[config.mk]
export PLATFORM = sky130hd
export DESIGN_NAME = ddr3_bringup_seq
export DESIGN_NICKNAME = d
export VERILOG_FILES = /design/src/rtl/ddr3_bringup_pkg.sv /design/src/rtl/bringup_timer.sv /design/src/rtl/bringup_fsm.sv /design/src/rtl/bringup_bus_drv.sv /design/src/rtl/ddr3_bringup_seq.sv
export SDC_FILE = /design/constraint.sdc
export NUM_CORES = 1
export LEC_CHECK = 0
export BUFFER_PORTS_ARGS = -buffer_cell sky130_fd_sc_hd__clkbuf_2
export CAP_MARGIN = 10
export CORE_UTILIZATION = 52
export DETAILED_ROUTE_END_ITERATION = 8
export PLACE_DENSITY = 0.9
export SETUP_SLACK_MARGIN = 0.4
export SYNTH_ARGS = -nofsm -noshare
export SYNTH_HDL_FRONTEND = slang
export SYNTH_HIERARCHICAL = 1
export SYNTH_SLANG_ARGS = --single-unit
[constraint.sdc]
create_clock -name clk -period 5 [get_ports clk]
set_input_delay 1 -clock clk [delete_from_list [all_inputs] [get_ports clk]]
set_output_delay 1 -clock clk [all_outputs]
set_load 0.01 [all_outputs]
[src/rtl/ddr3_bringup_pkg.sv]
package ddr3_bringup_pkg;

  typedef enum logic [3:0] {
    PH_RST,
    PH_RSTREL,
    PH_XPR,
    PH_MR2,
    PH_MR3,
    PH_MR1,
    PH_MR0,
    PH_ZQ,
    PH_DONE
  } phase_t;

  typedef struct packed {
    logic cs_n;
    logic ras_n;
    logic cas_n;
    logic we_n;
  } bus_cmd_t;

  localparam bus_cmd_t CMD_DESEL = '{cs_n: 1'b1, ras_n: 1'b1, cas_n: 1'b1, we_n: 1'b1};
  localparam bus_cmd_t CMD_NOP   = '{cs_n: 1'b0, ras_n: 1'b1, cas_n: 1'b1, we_n: 1'b1};
  localparam bus_cmd_t CMD_MRS   = '{cs_n: 1'b0, ras_n: 1'b0, cas_n: 1'b0, we_n: 1'b0};
  localparam bus_cmd_t CMD_ZQCL  = '{cs_n: 1'b0, ras_n: 1'b1, cas_n: 1'b1, we_n: 1'b0};

  localparam int ZQ_LONG_BIT = 10;

  function automatic int imax(input int a, input int b);
    return (a > b) ? a : b;
  endfunction

endpackage

[src/rtl/bringup_timer.sv]
module bringup_timer #(
  parameter int CNT_W   = 8,
  parameter int RST_VAL = 0
) (
  input  logic             clk,
  input  logic             rst_n,
  input  logic             load,
  input  logic [CNT_W-1:0] load_val,
  output logic             zero
);

  logic [CNT_W-1:0] cnt_q;
  logic [CNT_W-1:0] cnt_n;

  always_comb begin
    cnt_n = cnt_q;
    if (load) begin
      cnt_n = load_val;
    end else if (cnt_q != '0) begin
      cnt_n = cnt_q - 1'b1;
    end
  end

  always_ff @(posedge clk or negedge rst_n) begin
    if (!rst_n) begin
      cnt_q <= CNT_W'(RST_VAL);
    end else begin
      cnt_q <= cnt_n;
    end
  end

  assign zero = (cnt_q == '0);

endmodule

[src/rtl/bringup_fsm.sv]
module bringup_fsm
  import ddr3_bringup_pkg::*;
#(
  parameter int CNT_W = 8,
  parameter int T_RST = 4,
  parameter int T_CKE = 4,
  parameter int T_XPR = 4,
  parameter int T_MRD = 4,
  parameter int T_MOD = 4,
  parameter int T_FIN = 4
) (
  input  logic             clk,
  input  logic             rst_n,
  input  logic             supply_ok,
  input  logic             cnt_zero,
  output phase_t           phase_q,
  output phase_t           phase_n,
  output logic             enter,
  output logic             load,
  output logic [CNT_W-1:0] load_val
);

  // next phase
  always_comb begin
    phase_n = phase_q;
    if (!supply_ok) begin
      phase_n = PH_RST;
    end else if (cnt_zero) begin
      case (phase_q)
        PH_RST:    phase_n = PH_RSTREL;
        PH_RSTREL: phase_n = PH_XPR;
        PH_XPR:    phase_n = PH_MR2;
        PH_MR2:    phase_n = PH_MR3;
        PH_MR3:    phase_n = PH_MR1;
        PH_MR1:    phase_n = PH_MR0;
        PH_MR0:    phase_n = PH_ZQ;
        PH_ZQ:     phase_n = PH_DONE;
        default:   phase_n = PH_DONE;
      endcase
    end
  end

  // length of the phase being entered, minus one
  always_comb begin
    case (phase_n)
      PH_RST:                   load_val = CNT_W'(T_RST - 1);
      PH_RSTREL:                load_val = CNT_W'(T_CKE - 1);
      PH_XPR:                   load_val = CNT_W'(T_XPR - 1);
      PH_MR2, PH_MR3, PH_MR1:   load_val = CNT_W'(T_MRD - 1);
      PH_MR0:                   load_val = CNT_W'(T_MOD - 1);
      PH_ZQ:                    load_val = CNT_W'(T_FIN - 1);
      default:                  load_val = '0;
    endcase
  end

  assign enter = (phase_n != phase_q);
  assign load  = enter || !supply_ok;

  always_ff @(posedge clk or negedge rst_n) begin
    if (!rst_n) begin
      phase_q <= PH_RST;
    end else begin
      phase_q <= phase_n;
    end
  end

  // register 2 write is followed by register 3 once its wait ends
  a_r4_mr2_then_mr3: assert property (@(posedge clk) disable iff (!rst_n)
    (phase_q == PH_MR2 && cnt_zero && supply_ok) |=> (phase_q == PH_MR3));

  // calibration follows the register 0 write once its wait ends
  a_r5_zq_after_mr0: assert property (@(posedge clk) disable iff (!rst_n)
    (phase_q == PH_MR0 && cnt_zero && supply_ok) |=> (phase_q == PH_ZQ));

  // completion holds while supplies stay good
  a_r6_done_holds: assert property (@(posedge clk) disable iff (!rst_n)
    (phase_q == PH_DONE && supply_ok) |=> (phase_q == PH_DONE));

endmodule

[src/rtl/bringup_bus_drv.sv]
module bringup_bus_drv
  import ddr3_bringup_pkg::*;
#(
  parameter int ADDR_W = 15,
  parameter int BA_W   = 3
) (
  input  logic              clk,
  input  logic              rst_n,
  input  phase_t            phase_n,
  input  logic              enter,
  input  logic              odt_req,
  input  logic [ADDR_W-1:0] mr0_val,
  input  logic [ADDR_W-1:0] mr1_val,
  input  logic [ADDR_W-1:0] mr2_val,
  input  logic [ADDR_W-1:0] mr3_val,
  output logic              ddr_reset_n,
  output logic              ddr_cke,
  output logic              ddr_odt,
  output logic              ddr_cs_n,
  output logic              ddr_ras_n,
  output logic              ddr_cas_n,
  output logic              ddr_we_n,
  output logic [BA_W-1:0]   ddr_ba,
  output logic [ADDR_W-1:0] ddr_addr,
  output logic              init_done
);

  bus_cmd_t          cmd_n;
  logic [BA_W-1:0]   ba_n;
  logic [ADDR_W-1:0] addr_n;
  logic              rstn_n;
  logic              cke_n;
  logic              done_n;

  always_comb begin
    rstn_n = (phase_n != PH_RST);
    cke_n  = (phase_n != PH_RST) && (phase_n != PH_RSTREL);
    done_n = (phase_n == PH_DONE);
    cmd_n  = cke_n ? CMD_NOP : CMD_DESEL;
    ba_n   = '0;
    addr_n = '0;
    if (enter) begin
      case (phase_n)
        PH_MR2: begin cmd_n = CMD_MRS; ba_n = BA_W'(2); addr_n = mr2_val; end
        PH_MR3: begin cmd_n = CMD_MRS; ba_n = BA_W'(3); addr_n = mr3_val; end
        PH_MR1: begin cmd_n = CMD_MRS; ba_n = BA_W'(1); addr_n = mr1_val; end
        PH_MR0: begin cmd_n = CMD_MRS; ba_n = BA_W'(0); addr_n = mr0_val; end
        PH_ZQ:  begin cmd_n = CMD_ZQCL; addr_n[ZQ_LONG_BIT] = 1'b1; end
        default: ;
      endcase
    end
  end

  always_ff @(posedge clk or negedge rst_n) begin
    if (!rst_n) begin
      ddr_reset_n <= 1'b0;
      ddr_cke     <= 1'b0;
      ddr_odt     <= 1'b0;
      ddr_cs_n    <= 1'b1;
      ddr_ras_n   <= 1'b1;
      ddr_cas_n   <= 1'b1;
      ddr_we_n    <= 1'b1;
      ddr_ba      <= '0;
      ddr_addr    <= '0;
      init_done   <= 1'b0;
    end else begin
      ddr_reset_n <= rstn_n;
      ddr_cke     <= cke_n;
      ddr_odt     <= done_n && odt_req;
      ddr_cs_n    <= cmd_n.cs_n;
      ddr_ras_n   <= cmd_n.ras_n;
      ddr_cas_n   <= cmd_n.cas_n;
      ddr_we_n    <= cmd_n.we_n;
      ddr_ba      <= ba_n;
      ddr_addr    <= addr_n;
      init_done   <= done_n;
    end
  end

  // clock enable never leads the reset release
  a_r3_cke_needs_reset: assert property (@(posedge clk) disable iff (!rst_n)
    ddr_cke |-> ddr_reset_n);

  // only NOP, MRS or long calibration when selected
  a_r7_legal_cmd: assert property (@(posedge clk) disable iff (!rst_n)
    !ddr_cs_n |-> ({ddr_ras_n, ddr_cas_n, ddr_we_n} inside {3'b111, 3'b000, 3'b110}));

  // deselect while clock enable is low
  a_r7_deselect_cke_low: assert property (@(posedge clk) disable iff (!rst_n)
    !ddr_cke |-> ddr_cs_n);

  // termination stays off before completion
  a_r8_odt_gated: assert property (@(posedge clk) disable iff (!rst_n)
    !init_done |-> !ddr_odt);

endmodule

[src/rtl/ddr3_bringup_seq.sv]
module ddr3_bringup_seq
  import ddr3_bringup_pkg::*;
#(
  parameter int ADDR_W = 15,
  parameter int BA_W   = 3,
  parameter int T_RST  = 160000,
  parameter int T_CKE  = 400000,
  parameter int T_XPR  = 288,
  parameter int T_MRD  = 4,
  parameter int T_MOD  = 12,
  parameter int T_DLLK = 512,
  parameter int T_ZQI  = 512
) (
  input  logic              clk,
  input  logic              rst_n,
  input  logic              supply_ok,
  input  logic              odt_req,
  input  logic [ADDR_W-1:0] mr0_val,
  input  logic [ADDR_W-1:0] mr1_val,
  input  logic [ADDR_W-1:0] mr2_val,
  input  logic [ADDR_W-1:0] mr3_val,
  output logic              ddr_reset_n,
  output logic              ddr_cke,
  output logic              ddr_odt,
  output logic              ddr_cs_n,
  output logic              ddr_ras_n,
  output logic              ddr_cas_n,
  output logic              ddr_we_n,
  output logic [BA_W-1:0]   ddr_ba,
  output logic [ADDR_W-1:0] ddr_addr,
  output logic              init_done
);

  localparam int T_FIN    = imax(T_DLLK, T_ZQI);
  localparam int MAX_WAIT = imax(imax(imax(T_RST, T_CKE), imax(T_XPR, T_MRD)),
                                 imax(T_MOD, T_FIN));
  localparam int CNT_W    = $clog2(MAX_WAIT + 1);

  phase_t           phase_q;
  phase_t           phase_n;
  logic             enter;
  logic             load;
  logic [CNT_W-1:0] load_val;
  logic             cnt_zero;

  bringup_timer #(
    .CNT_W   (CNT_W),
    .RST_VAL (T_RST - 1)
  ) u_timer (
    .clk      (clk),
    .rst_n    (rst_n),
    .load     (load),
    .load_val (load_val),
    .zero     (cnt_zero)
  );

  bringup_fsm #(
    .CNT_W (CNT_W),
    .T_RST (T_RST),
    .T_CKE (T_CKE),
    .T_XPR (T_XPR),
    .T_MRD (T_MRD),
    .T_MOD (T_MOD),
    .T_FIN (T_FIN)
  ) u_fsm (
    .clk       (clk),
    .rst_n     (rst_n),
    .supply_ok (supply_ok),
    .cnt_zero  (cnt_zero),
    .phase_q   (phase_q),
    .phase_n   (phase_n),
    .enter     (enter),
    .load      (load),
    .load_val  (load_val)
  );

  bringup_bus_drv #(
    .ADDR_W (ADDR_W),
    .BA_W   (BA_W)
  ) u_drv (
    .clk         (clk),
    .rst_n       (rst_n),
    .phase_n     (phase_n),
    .enter       (enter),
    .odt_req     (odt_req),
    .mr0_val     (mr0_val),
    .mr1_val     (mr1_val),
    .mr2_val     (mr2_val),
    .mr3_val     (mr3_val),
    .ddr_reset_n (ddr_reset_n),
    .ddr_cke     (ddr_cke),
    .ddr_odt     (ddr_odt),
    .ddr_cs_n    (ddr_cs_n),
    .ddr_ras_n   (ddr_ras_n),
    .ddr_cas_n   (ddr_cas_n),
    .ddr_we_n    (ddr_we_n),
    .ddr_ba      (ddr_ba),
    .ddr_addr    (ddr_addr),
    .init_done   (init_done)
  );

  // a low supply sample returns the pins to their reset levels
  a_r1_supply_drop: assert property (@(posedge clk) disable iff (!rst_n)
    !supply_ok |=> (!ddr_reset_n && !ddr_cke && !init_done && ddr_cs_n));

endmodule

-- Yosys cells after proc, flatten, opt, wreduce, memory -nomap -nowiden
Memories as Yosys holds them, arrays and structs flattened.
Cells that the tools add are included.
- bits in registers: 49
- latch bits: 0
- bits in writable memories: 0
- memory bits (read-only): 144
- input bits: 64
- output and inout bits: 26
- logic and storage cells: 47
- memories kept: 2
- memory list (name ; depth ; width ; read ports ; clocked after memory_dff ; wr ports ; RTL line ; text):
    (name not given) ; 8 ; 14 ; 1 ; 0 ; 0 ; bringup_fsm.sv:45 ; case (phase_n)
    (name not given) ; 8 ; 4 ; 1 ; 0 ; 0 ; bringup_fsm.sv:29 ; case (phase_q)
- $add $sub $neg: 1
- $mul: 0
- divide/modulo/power cells: 0
- magnitude comparators: 0
- equal/unequal tests: 8
- shift-type cells: 0
- muxes and demuxes: 15
- bitwise logic cells: 0
- reductions and logical operators: 9
- operators by type and width (operator ; count):
    19-bit 2-to-1 mux ; 3
    10-bit one-hot mux with 4 select lines ; 1
    4-bit 2-to-1 mux ; 5
    19-bit zero test ; 1
    19-bit nonzero test ; 1
    19-bit by 1-bit subtractor with 19-bit output (second input constant) ; 1
    4-bit by 3-bit == test with 1-bit output (second input constant) ; 4
    4-bit one-hot mux with 4 select lines ; 1
    15-bit 2-to-1 mux ; 1
    4-bit one-hot mux with 2 select lines ; 1
    2-bit one-hot mux with 3 select lines ; 1
    1-bit one-hot mux with 5 select lines ; 1
    4-bit by 2-bit == test with 1-bit output (second input constant) ; 1
    4-bit == test (second input constant) ; 1
    4-bit by 1-bit inequality test with 1-bit output (second input constant) ; 1
    4-bit inequality test ; 1
    4-bit nonzero test ; 1
    4-bit OR reduction ; 1
    3-bit 2-to-1 mux ; 1
    1-bit logical AND ; 2
    2-bit nonzero test ; 1
    1-bit zero test ; 1
    1-bit logical OR ; 1

-- Longest topological paths before layout
Gate-level depths: netlist of run 1.
An unclocked memory read counts as a cell.
- word-level depth: 9
- mapped depth: 13
- gate-level depth less buffers: 12

-- By module
Netlist of run 1, hierarchy kept.
- by module, submodules not included (module ; times used ; cells an instance ; area an instance (um^2) ; seq. area each (um^2)):
    bringup_bus_drv ; 1 ; 133 ; 1406.3 ; 604.3
    bringup_timer ; 1 ; 127 ; 1132.3 ; 490.5
    bringup_fsm ; 1 ; 60 ; 471.7 ; 100.1

-- Worst setup path after synthesis of run 1
OpenSTA, ideal clock, no wires.
- kind: register -> register
- start point: register u_timer.cnt_q[17]
- end point: register u_drv.ddr_addr[11]
- setup time: 0.073 ns
- data arrival time: 3.372 ns
- required time: 4.927 ns
- path slack: 1.555 ns
- stages on the path, launching flop included: 13
- path buffers: 3
- clock period less this slack: 3.445 ns
- cell sequence: dfstp_2 -> or4_4 -> or4b_1 -> buf_2 -> nor2_2 -> and2b_1 -> o21ai_0 -> inv_1 -> buf_2 -> nor4b_4 -> buf_4 -> a22oi_1 -> a21oi_2
- longest elaborated chain between the ends: 6
- elaborated cells between the ends (all ways): 10
- classes of those cells: eq/ne: 5; mux: 4; reduce/logical: 1
- RTL lines (what ; RTL line ; text):
    from (decl) ; bringup_timer.sv:12 ; logic [CNT_W-1:0] cnt_q;
    from (signal assigned) ; bringup_timer.sv:26 ; cnt_q <= CNT_W'(RST_VAL);
    from (signal assigned) ; bringup_timer.sv:28 ; cnt_q <= cnt_n;
    19-bit zero test (*) ; bringup_timer.sv:32 ; assign zero = (cnt_q == '0);
    via cnt_zero ; ddr3_bringup_seq.sv:44 ; logic cnt_zero;
    4-bit 2-to-1 mux (*) ; bringup_fsm.sv:28 ; end else if (cnt_zero) begin
    4-bit 2-to-1 mux (*) ; bringup_fsm.sv:26 ; if (!supply_ok) begin
    via phase_n[0] ; ddr3_bringup_seq.sv:40 ; phase_t phase_n;
    4-bit by 3-bit == test with 1-bit output or 4-bit by 2-bit == test with 1-bit output (tied branches) ; bringup_bus_drv.sv:43 ; case (phase_n)
    4-bit one-hot mux with 4 select lines ; bringup_bus_drv.sv:43 ;
    15-bit 2-to-1 mux (*) ; bringup_bus_drv.sv:42 ; if (enter) begin
    via u_drv.addr_n[11] ; bringup_bus_drv.sv:30 ; logic [ADDR_W-1:0] addr_n;
    to (signal assigned) ; bringup_bus_drv.sv:75 ; ddr_addr <= addr_n;
    to (decl) ; bringup_bus_drv.sv:24 ; output logic [ADDR_W-1:0] ddr_addr,
The timed path passes the listed nets; every way through them passes the cells marked *.
A chain may end at the register's enable or synchronous reset.

-- Worst setup path in the final report of run 1
- start point: register u_timer.cnt_q[17]
- end point: register u_drv.ddr_addr[13]
The elaborated chain is that of the path after synthesis.

==> results of run 1 <==
[critical path: stages (launching register included)]
cell      delay, ps
dfstp_2         380
or4_4           530
or4b_1          650
nor2_2          490
and4bb_1        280
a22oi_2         140
inv_1           350
buf_4           300
nor4b_4         680
a22oi_1         210
a21oi_2         200
[synthesized netlist by cell type (2+ instances only)]
master	count
buf_6	3
a21oi_1	10
nor2_1	9
and2_1	3
nand2_1	29
and2b_1	3
buf_2	4
o21a_1	3
ha_1	3
a21oi_2	10
nor3b_1	2
dfrtp_1	32
and3b_1	29
nand4_1	2
o21ai_0	22
nor3_1	8
conb_1	2
o31a_1	2
o31ai_1	9
nand2b_1	2
inv_1	10
or2_2	2
o21ai_1	10
a22oi_1	16
nor4_1	7
clkbuf_1	9
buf_4	14
nor2b_1	2
nand3_1	6
dfstp_2	15
xor2_1	7
xnor2_1	6
or3_1	2
[area by class of cell]
class,count,area [sq um],area share
well taps,72,90.09,0.02536
repair buffers,95,505.5,0.1423
clock buffers,5,68.82,0.01937
inverters,10,37.54,0.01057
multi-input cells,234,1588,0.4470
clock inverters,3,67.56,0.01902
flip-flops and latches,47,1195,0.3364
[flip-flops by register name, summed over array words and instances, names as in the netlist]
signal and flops:
u_drv/ddr_reset_n 1, u_drv/ddr_cas_n 1, u_timer/cnt_q 19, u_drv/ddr_we_n 1
u_drv/ddr_ba 2, u_drv/ddr_cke 1, u_drv/ddr_addr 15, u_fsm/phase_q 4
u_drv/init_done 1, u_drv/ddr_cs_n 1, u_drv/ddr_odt 1
[stage by stage]
| step | util | worst slack (ps) | instance area (sq um) |
|---|---|---|---|
| floorplan | - | 1555 | 3018 |
| global placement | 0.6129 | 1006 | 3396 |
| detailed placement | 0.6129 | 845.3 | 3396 |
| CTS | 0.6375 | 753.9 | 3532 |
| global route | 0.6411 | 411.8 | 3552 |
| finish | 0.6411 | 717.2 | 3552 |
[logic make-up after synthesis]
kind of cell / synth area share
and+or+nand+nor: 0.2631
AOI/OAI and AO/OA: 0.2091
DFF: 0.3969
buffers and inverters: 0.07814
xor gates and xnor gates: 0.03782
adders and majority gates: 0.01247
other: 0.002495
[layer usage]
layer | track usage | up-vias | share of wire
met2 | 0.4535 | 160 | 0.51
met4 | 0.1315 | 0 | 0.035
met1 | 0.3052 | 1322 | 0.39
li1 | - | 1284 | -
met5 | 0 | - | 0
met3 | 0.05000 | 31 | 0.070
[worst paths after layout]
path,startpoint,to,slack (ps),cells past startpoint
max reg2reg,u_timer/cnt_q[17],u_drv/ddr_addr[13],720,10
max in group asynchronous,rst_n,u_fsm/phase_q[3],3830,2
min reg2reg,u_timer/cnt_q[17],u_timer/cnt_q[17],520,2
min in group asynchronous,rst_n,u_timer/cnt_q[16],780,2
max,u_timer/cnt_q[17],u_drv/ddr_addr[13],720,10
min,u_timer/cnt_q[17],u_timer/cnt_q[17],520,2
[power groups by stage]
stage          clock network (mW)  logic, mW  registers [mW]
2_1_floorplan                   0     0.0349           0.410
3_3_place_gp                    0     0.0701           0.412
3_5_place_dp                    0     0.0716           0.413
4_1_cts                     0.339     0.0726           0.407
5_1_grt                     0.354     0.0815           0.408
6_report                    0.333     0.0732           0.407
==> reports/results.tsv, run 1 <==
metric	value	unit
FF+latch count, synth	47	
DRC violations left	0	
maximum clock frequency	233.5	MHz
synth warn	6	
Finished Layout Cells	466	
# setup viols final	0	
Seq/Total Area, Yosys	0.3969	
clock latency on the worst-skew pair	300	ps
post-DR vias/cell	6.002	
row count	27	
Initial Utilization	0.5434	
TNS Setup	0	ps
CORE AREA	5540	sq um
Yosys cell types	60	
Max clock buf depth	2	
min-delay worst type	reg2reg	
initial antenna violation count	0	
pwr dens	228.9	nW/um^2
NetSw	0.1832	mW
Worst setup SP type	flop	
diode count	0	
commonest cells after routing, fill and taps aside	88 x clkbuf_2, 32 x dfrtp_1, 29 x and3b_1, 29 x nand2_1, 22 x o21ai_0	
Final Cycle Share	0.8566	
Internal	0.6299	mW
Worst VDD drop	0.1418	mV
worst hold slack	519.4	ps
routed len/inst	16.13	um
H-tree levels	2	
placed cell count	457	
io pins	90	
WS Path Type	reg2reg	
number of clock sinks	47	
synth top area cells	dfrtp_1 27%, dfstp_2 13%, and3b_1 8.4%	
placer congestion estimate	0.8963	
Final Hold Fails	0	
sequential power share	0.501	
Post-DP HPWL	5247	um
Max Cap Viol	0	
Inserted Clock Buffers	5	
WP data required	5240	ps
slew margin rel.	0.4817	
cts hold-fix bufs	0	
clk_skew	8.597	ps
Syn Std Cell Area	3010	sq um
gr ovfl total	0	
filler cell count	438	
# nets final	460	
Die Ht	78.09	um
Area Overhead vs Synth	18.00	%
Final ANT Viol Nets	0	
DRT iter0 DRCs	158	
largest net degree at the start of global routing	48	
Yosys top cell area share	0.2660	
TritonCTS clock tree	yes	
fin crit period	4283	ps
P_leak	1.704	nW
status	completed	
Post CTS Setup Buffer Count	0	
die span in x	78.09	um
Clk network pwr share	0.409	
first-pass GRT wire length	12630	um
Final Max Slew Viols	0	
Tot Pwr	0.8131	mW
ys flop type	dfrtp_1	
CP arrival	4520	ps
share of cells above drive strength 1	0.3604	
Least-Margin Pin Slew	774.1	ps
clock slew at reported path FFs	90	ps
post_cts resized	0	
mean post-synth cell area	9.407	sq um
Synth Instances	320	
combinational share of power	0.090	
number of I/O port buffers	88	
vias in the first global route	2821	
number of synthesized flops with an enable pin	0	
unrepaired setup endpoints after global routing	false	
cell taking the most area after synthesis	dfrtp_1	
most common cell after layout, fill and taps aside	clkbuf_2	
gr usage total	0.2605	
worst-path fanout max	22	
Routed WL	7517	um
sw frac	0.2253	
DRT Pass-1 Iters	5	
vias	2797	
Root Buffer	clkbuf_8	
Critical Path Sink Type	flop	
die area	6097	sq um
ys async rst share	1.000	
No activity file was read; power rests on OpenSTA's default activity.
==> run 2, diff against run 1 <==
- PLACE_DENSITY: 0.9 -> 0.91
- SYNTH_HIERARCHICAL: 1 -> default
==> reports/results.tsv, run 2 <==
metric	value	unit	change
most frequent cell after synthesis	nand2_1		
TritonCTS clock tree	yes		
Area Overhead vs Synth	18.24	%	
top cell types by occurrence after synthesis	45 x nand2_1, 34 x nor2_1, 32 x dfrtp_1, 28 x a21boi_0, 18 x o31ai_1		
Finished Layout Cells	484		+3.9%
unrepaired setup endpoints after global routing	false		
P_leak	1.603	nW	-5.9%
slowest stage cell on the critical path	xnor2_2		
max reg flops	19		unchanged
placer congestion estimate	0.9324		+4.0%
Final Max Slew Viols	0		unchanged
maximum clock frequency	277.4	MHz	+19%
Post CTS Setup Buffer Count	0		unchanged
Syn Std Cell Area	2984	sq um	-0.87%
Final ANT Viol Nets	0		unchanged
NetSw	0.2372	mW	+29%
cell taking the most area after synthesis	dfrtp_1		
final worst setup slack	1395	ps	+678.2 ps
gr ovfl total	0		unchanged
vias	2930		+4.8%
post-DR vias/cell	6.054		+0.86%
Inserted Clock Buffers	5		unchanged
largest net degree at the start of global routing	48		unchanged
clk_skew	7.842	ps	-0.7554 ps
DRT Pass-1 Iters	7		+2
# nets final	479		+4.1%
FF+latch count, synth	47		unchanged
DP Worst Slack	1532	ps	+687.0 ps
slew margin rel.	0.2436		-0.2381
io pins	90		unchanged
Top Registers	u_timer.cnt_q x19, u_drv.ddr_addr x15, u_fsm.phase_q x4		
placed cell count	476		+4.2%
synth warn	0		-6
FF-to-FF Start	u_timer.cnt_q[8]		
status	completed		
WP data required	5250	ps	about the same
Seq/Total Area, Yosys	0.4004		+0.003495
Post-DP HPWL	5552	um	+5.8%
post_cts resized	0		unchanged
DRC violations left	0		unchanged
CP cell instances	or4_1 -> or3_1 -> nor2_1 -> o311ai_2 -> xnor2_2 -> or2_1		
origin of the worst setup path	u_timer.cnt_q[8]		
diode count	0		unchanged
number of clock sinks	47		unchanged
WS Path Type	reg2reg		
routed len/inst	16.45	um	+2.0%
sequential power share	0.526		+0.025
number of synthesized flops with an enable pin	0		unchanged
commonest cells after routing, fill and taps aside	88 x clkbuf_2, 45 x nand2_1, 34 x nor2_1		
ys async rst share	1.000		unchanged
Worst setup SP type	flop		
Yosys top cell area share	0.2683		+0.002342
Tot Pwr	0.8029	mW	-1.3%
DRT iter0 DRCs	308		+95%
clock latency on the worst-skew pair	310	ps	about the same
initial antenna violation count	0		unchanged
die span in x	77.76	um	-0.42%
Initial Utilization	0.5419		-0.001438
row count	27		unchanged
sw frac	0.2954		+0.07007
clock slew at reported path FFs	90	ps	about the same
Root Buffer	clkbuf_8		
hold wc startpoint	u_timer.cnt_q[15]		
number of I/O port buffers	88		unchanged
H-tree levels	2		unchanged
cts hold-fix bufs	0		unchanged
worst-path fanout max	15		-32%
final core occ	0.6408		about the same
ys flop type	dfrtp_1		
Internal	0.5657	mW	-10%
synth top area cells	dfrtp_1 27%, dfstp_2 13%, a21boi_0 7.0%		
min-delay worst type	reg2reg		
CP arrival	3860	ps	-660 ps
Clk network pwr share	0.298		-0.111
Synth Instances	334		+4.4%
critical path's largest stage delay	940	ps	+260 ps
Critical Path Sink Type	flop		
TNS Setup	0	ps	unchanged
fin crit period	3605	ps	-678.2 ps
vias in the first global route	2695		-4.5%
Worst VDD drop	0.1319	mV	-7.0%
Routed WL	7961	um	+5.9%
most common cell after layout, fill and taps aside	clkbuf_2		
most flop-heavy register	u_timer.cnt_q		
Final Hold Fails	0		unchanged
combinational share of power	0.175		+0.085
gr usage total	0.2714		+0.01089
pwr dens	227.5	nW/um^2	-0.59%
Max Cap Viol	0		unchanged
Die Ht	77.76	um	-0.42%
Max clock buf depth	2		unchanged
# setup viols final	0		unchanged
die area	6046	sq um	-0.84%
first-pass GRT wire length	12750	um	+0.98%
CORE AREA	5507	sq um	-0.61%
Final Cycle Share	0.7209		-0.1356
Syn Nets	402		
mean post-synth cell area	8.934	sq um	-5.0%
share of cells above drive strength 1	0.3301		-0.03031
Least-Margin Pin Slew	1129	ps	+354.9 ps
Yosys cell types	52		-13%
-- run 2: cells by family (layout without fill, tap and decap cells) --
group | after synthesis | in the layout | synth area share
AND/OR/NAND/NOR | 120 | 120 | 0.1883
AO/OA/AOI/OAI | 111 | 111 | 0.2818
flip-flops | 47 | 47 | 0.4004
buffers and inverters | 32 | 110 | 0.05199
XOR/XNOR | 17 | 17 | 0.05241
adder cells (fa/ha/maj) | 4 | 4 | 0.01677
multiplexers | 2 | 2 | 0.007128
other | 1 | 1 | 0.001257
-- run 2: through the flow --
stage,hold slack (ps),cell area [sq um]
2_1_floorplan,514.9,2984
3_3_place_gp,544.4,3437
3_5_place_dp,545.8,3437
4_1_cts,571.7,3528
5_1_grt,599.2,3528
6_report,570.9,3528
-- run 2: final timing paths --
kind	endpoint	slack [ps]	cells past startpoint
min in group asynchronous	u_drv.ddr_cke	750	2
max in group asynchronous	u_drv.ddr_we_n	3850	2
min	u_timer.cnt_q[15]	570	2
max	u_drv.ddr_cas_n	1400	6
max reg2reg	u_drv.ddr_cas_n	1400	6
min reg2reg	u_timer.cnt_q[15]	570	2
-- run 2: per-layer routing --
metal,vias up,GRT usage,share of wire
met5,-,0,0
met4,0,0.1245,0.030
met3,29,0.05647,0.081
met2,170,0.4381,0.48
met1,1383,0.3487,0.41
li1,1348,-,-
-- run 2: area by class of cell --
class / instances / area (sq um)
clock inverter: 3 / 22.52
sequential: 47 / 1195
fill: 449 / 1978
tap: 72 / 90.09
multi-input combinational: 255 / 1652
timing repair buffer: 90 / 455.4
clock buffer: 5 / 68.82
inverter: 12 / 45.04
-- run 2: critical path, delay by kind of cell (launching register included) --
kind / cells / cell delay [ps]
XOR/XNOR: 1 / 940
AO/OA/AOI/OAI: 1 / 270
flip-flops: 1 / 420
AND/OR/NAND/NOR: 4 / 1920
-- run 2: power by group through the flow --
stage / Clock [mW] / Sequential (mW) / Combinational (mW)
after floorplan: 0 / 0.429 / 0.0829
after global placement: 0 / 0.428 / 0.135
after detailed placement: 0 / 0.429 / 0.138
after CTS: 0.240 / 0.422 / 0.139
after global routing: 0.260 / 0.426 / 0.153
final: 0.239 / 0.423 / 0.141
==> run 3, diff against run 2 <==
- CORE_UTILIZATION: 52 -> 47
- PLACE_DENSITY: 0.91 -> 0.87
- clock period: 5 -> 3.01 ns (I/O delays scaled with it)
==> reports/results.tsv, run 3 (synthesis gave the netlist of run 2 again) <==
metric	value	unit	change
worst-path fanout max	10		-5
clock slew at reported path FFs	90	ps	about the same
critical path's largest stage delay	530	ps	-410 ps
slowest stage cell on the critical path	or4_4		
Inserted Clock Buffers	5		unchanged
share of cells above drive strength 1	0.4715		+0.1414
max reg flops	19		unchanged
gr ovfl total	0		unchanged
unrepaired setup endpoints after global routing	true		
Tot Pwr	1.456	mW	+81%
Area Overhead vs Synth	40.50	%	
number of clock sinks	47		unchanged
cts hold-fix bufs	0		unchanged
DRC violations left	0		unchanged
WP data required	3240	ps	-2010 ps
min-delay worst type	in2async		
combinational share of power	0.235		+0.060
# nets final	523		+9.2%
number of I/O port buffers	88		unchanged
R2R setup slack	210	ps	-1190 ps
die area	6672	sq um	+10%
FF-to-FF Start	u_timer.cnt_q[9]		
Final Max Slew Viols	0		unchanged
# setup viols final	0		unchanged
Crit Reg-Reg Endpoint	u_drv.ddr_addr[4]		
DRT iter0 DRCs	508		+65%
Worst R2R Path Depth	9		+3
status	completed		
Worst VDD drop	0.2254	mV	+71%
gr usage total	0.2729		+0.001489
diode count	0		unchanged
sequential power share	0.484		-0.042
row count	28		+3.7%
vias	3328		+14%
sw frac	0.2969		+0.001481
Finished Cell Area	4193	sq um	+19%
fin crit period	2800	ps	-804.8 ps
most flop-heavy register	u_timer.cnt_q		
io pins	90		unchanged
placed cell count	494		+3.8%
die span in x	81.68	um	+5.0%
first-pass GRT wire length	13710	um	+7.5%
Placed Area	3563	sq um	+3.7%
placer congestion estimate	1.002		+7.5%
CP arrival	3030	ps	-830 ps
Least-Margin Pin Slew	1094	ps	-35.49 ps
Final ANT Viol Nets	0		unchanged
Finished Layout Cells	531		+9.7%
commonest cells after routing, fill and taps aside	88 x clkbuf_2, 43 x nand2_1, 33 x nor2_1		
pwr dens	347.4	nW/um^2	+53%
Routed WL	10380	um	+30%
clock latency on the worst-skew pair	320	ps	about the same
final core occ	0.6958		+0.05504
initial antenna violation count	0		unchanged
Final Cycle Share	0.9302		+0.2092
Worst setup SP type	flop		
most common cell after layout, fill and taps aside	clkbuf_2		
largest net degree at the start of global routing	48		unchanged
origin of the worst setup path	u_timer.cnt_q[9]		
Max clock buf depth	2		unchanged
Critical Path Sink Type	flop		
Top Registers	u_timer.cnt_q x19, u_drv.ddr_addr x15, u_fsm.phase_q x4		
Internal	1.024	mW	+81%
routed len/inst	19.54	um	+19%
CP cell instances	or4_4 -> or3_4 -> buf_6 -> or4_4 -> a21oi_4 -> buf_12 -> xnor2_4 -> buf_12 -> a211oi_2		
vias in the first global route	2972		+10%
maximum clock frequency	357.2	MHz	+29%
Final Hold Fails	0		unchanged
Max Cap Viol	0		unchanged
WS Path Type	reg2reg		
Root Buffer	clkbuf_8		
Initial Utilization	0.4952		-0.04670
Clk network pwr share	0.281		-0.017
TritonCTS clock tree	yes		
clk_skew	11.06	ps	+3.215 ps
slew margin rel.	0.2661		+0.02247
P_leak	1.903	nW	+19%
NetSw	0.4324	mW	+82%
DRT Pass-1 Iters	5		-2
TNS Setup	0	ps	unchanged
H-tree levels	2		unchanged
post-DR vias/cell	6.267		+3.5%
Die Ht	81.68	um	+5.0%
CORE AREA	6026	sq um	+9.4%
Post-DP HPWL	6069	um	+9.3%
filler cell count	412		-8.2%
run 3: changes by cell type in the layout (fill, tap and decap cells not counted), sizes merged:
cell / before / now
buf: 2 / 46
clkbuf: 93 / 95
inv: 14 / 12
run 3: how the worst max path moves through the flow:
| stage | to | slack, ps |
|---|---|---|
| after floorplan | u_drv.ddr_addr[11] | 330 |
| after global placement | u_drv.ddr_addr[6] | 140 |
| after detailed placement | u_drv.ddr_addr[14] | 20 |
| after CTS | u_timer.cnt_q[4] | 290 |
| after global routing | u_drv.ddr_addr[14] | 150 |
| final | u_drv.ddr_addr[4] | 210 |
run 3: through the flow:
step                setup WS [ps]  hold WS, ps
detailed placement          23.95        546.1
global placement            138.6        547.2
CTS                         290.4        387.4
finish                      210.2        371.6
global route                151.4        440.7
floorplan                   329.6        306.4
run 3: worst max-delay path, delay by kind of cell, from the launching register on:
family,cells,cell delay (ps)
xor gates and xnor gates,1,70
AOI/OAI and AO/OA,2,390
buffers and inverters,3,450
DFF,1,410
and+or+nand+nor,3,1390
run 3: layout make-up:
class	count	area, sq um	share of cell area
clock buffer	7	86.33	0.02059
clock inverter	1	8.758	0.002089
inverter	12	45.04	0.01074
multi-input combinational	255	1891	0.4509
sequential	47	1195	0.2850
tap	75	93.84	0.02238
timing repair buffer	134	873.3	0.2083
run 3: power groups by stage:
stage | clock (mW) | combinational [mW] | sequential, mW
final | 0.409 | 0.342 | 0.705
after global routing | 0.437 | 0.363 | 0.708
after CTS | 0.409 | 0.273 | 0.703
after detailed placement | 0 | 0.243 | 0.714
after global placement | 0 | 0.236 | 0.713
after floorplan | 0 | 0.143 | 0.713
run 3: layer usage:
| metal | GRT usage | part of all wire | up-vias | wire length (um) |
|---|---|---|---|---|
| met5 | 0 | 0 | - | 0 |
| met4 | 0.1421 | 0.044 | 0 | 460 |
| met3 | 0.05222 | 0.10 | 62 | 1060 |
| met2 | 0.4292 | 0.47 | 277 | 4924 |
| met1 | 0.3557 | 0.38 | 1557 | 3932 |
| li1 | - | - | 1432 | - |
run 3: timing repair:
item	in CTS	in global routing
setup endpoints to repair	26	29
hold endpoints to repair	0	0
gates resized for setup	22	38
cloned	0	1
buffers inserted	11	17
pin swaps	7	17
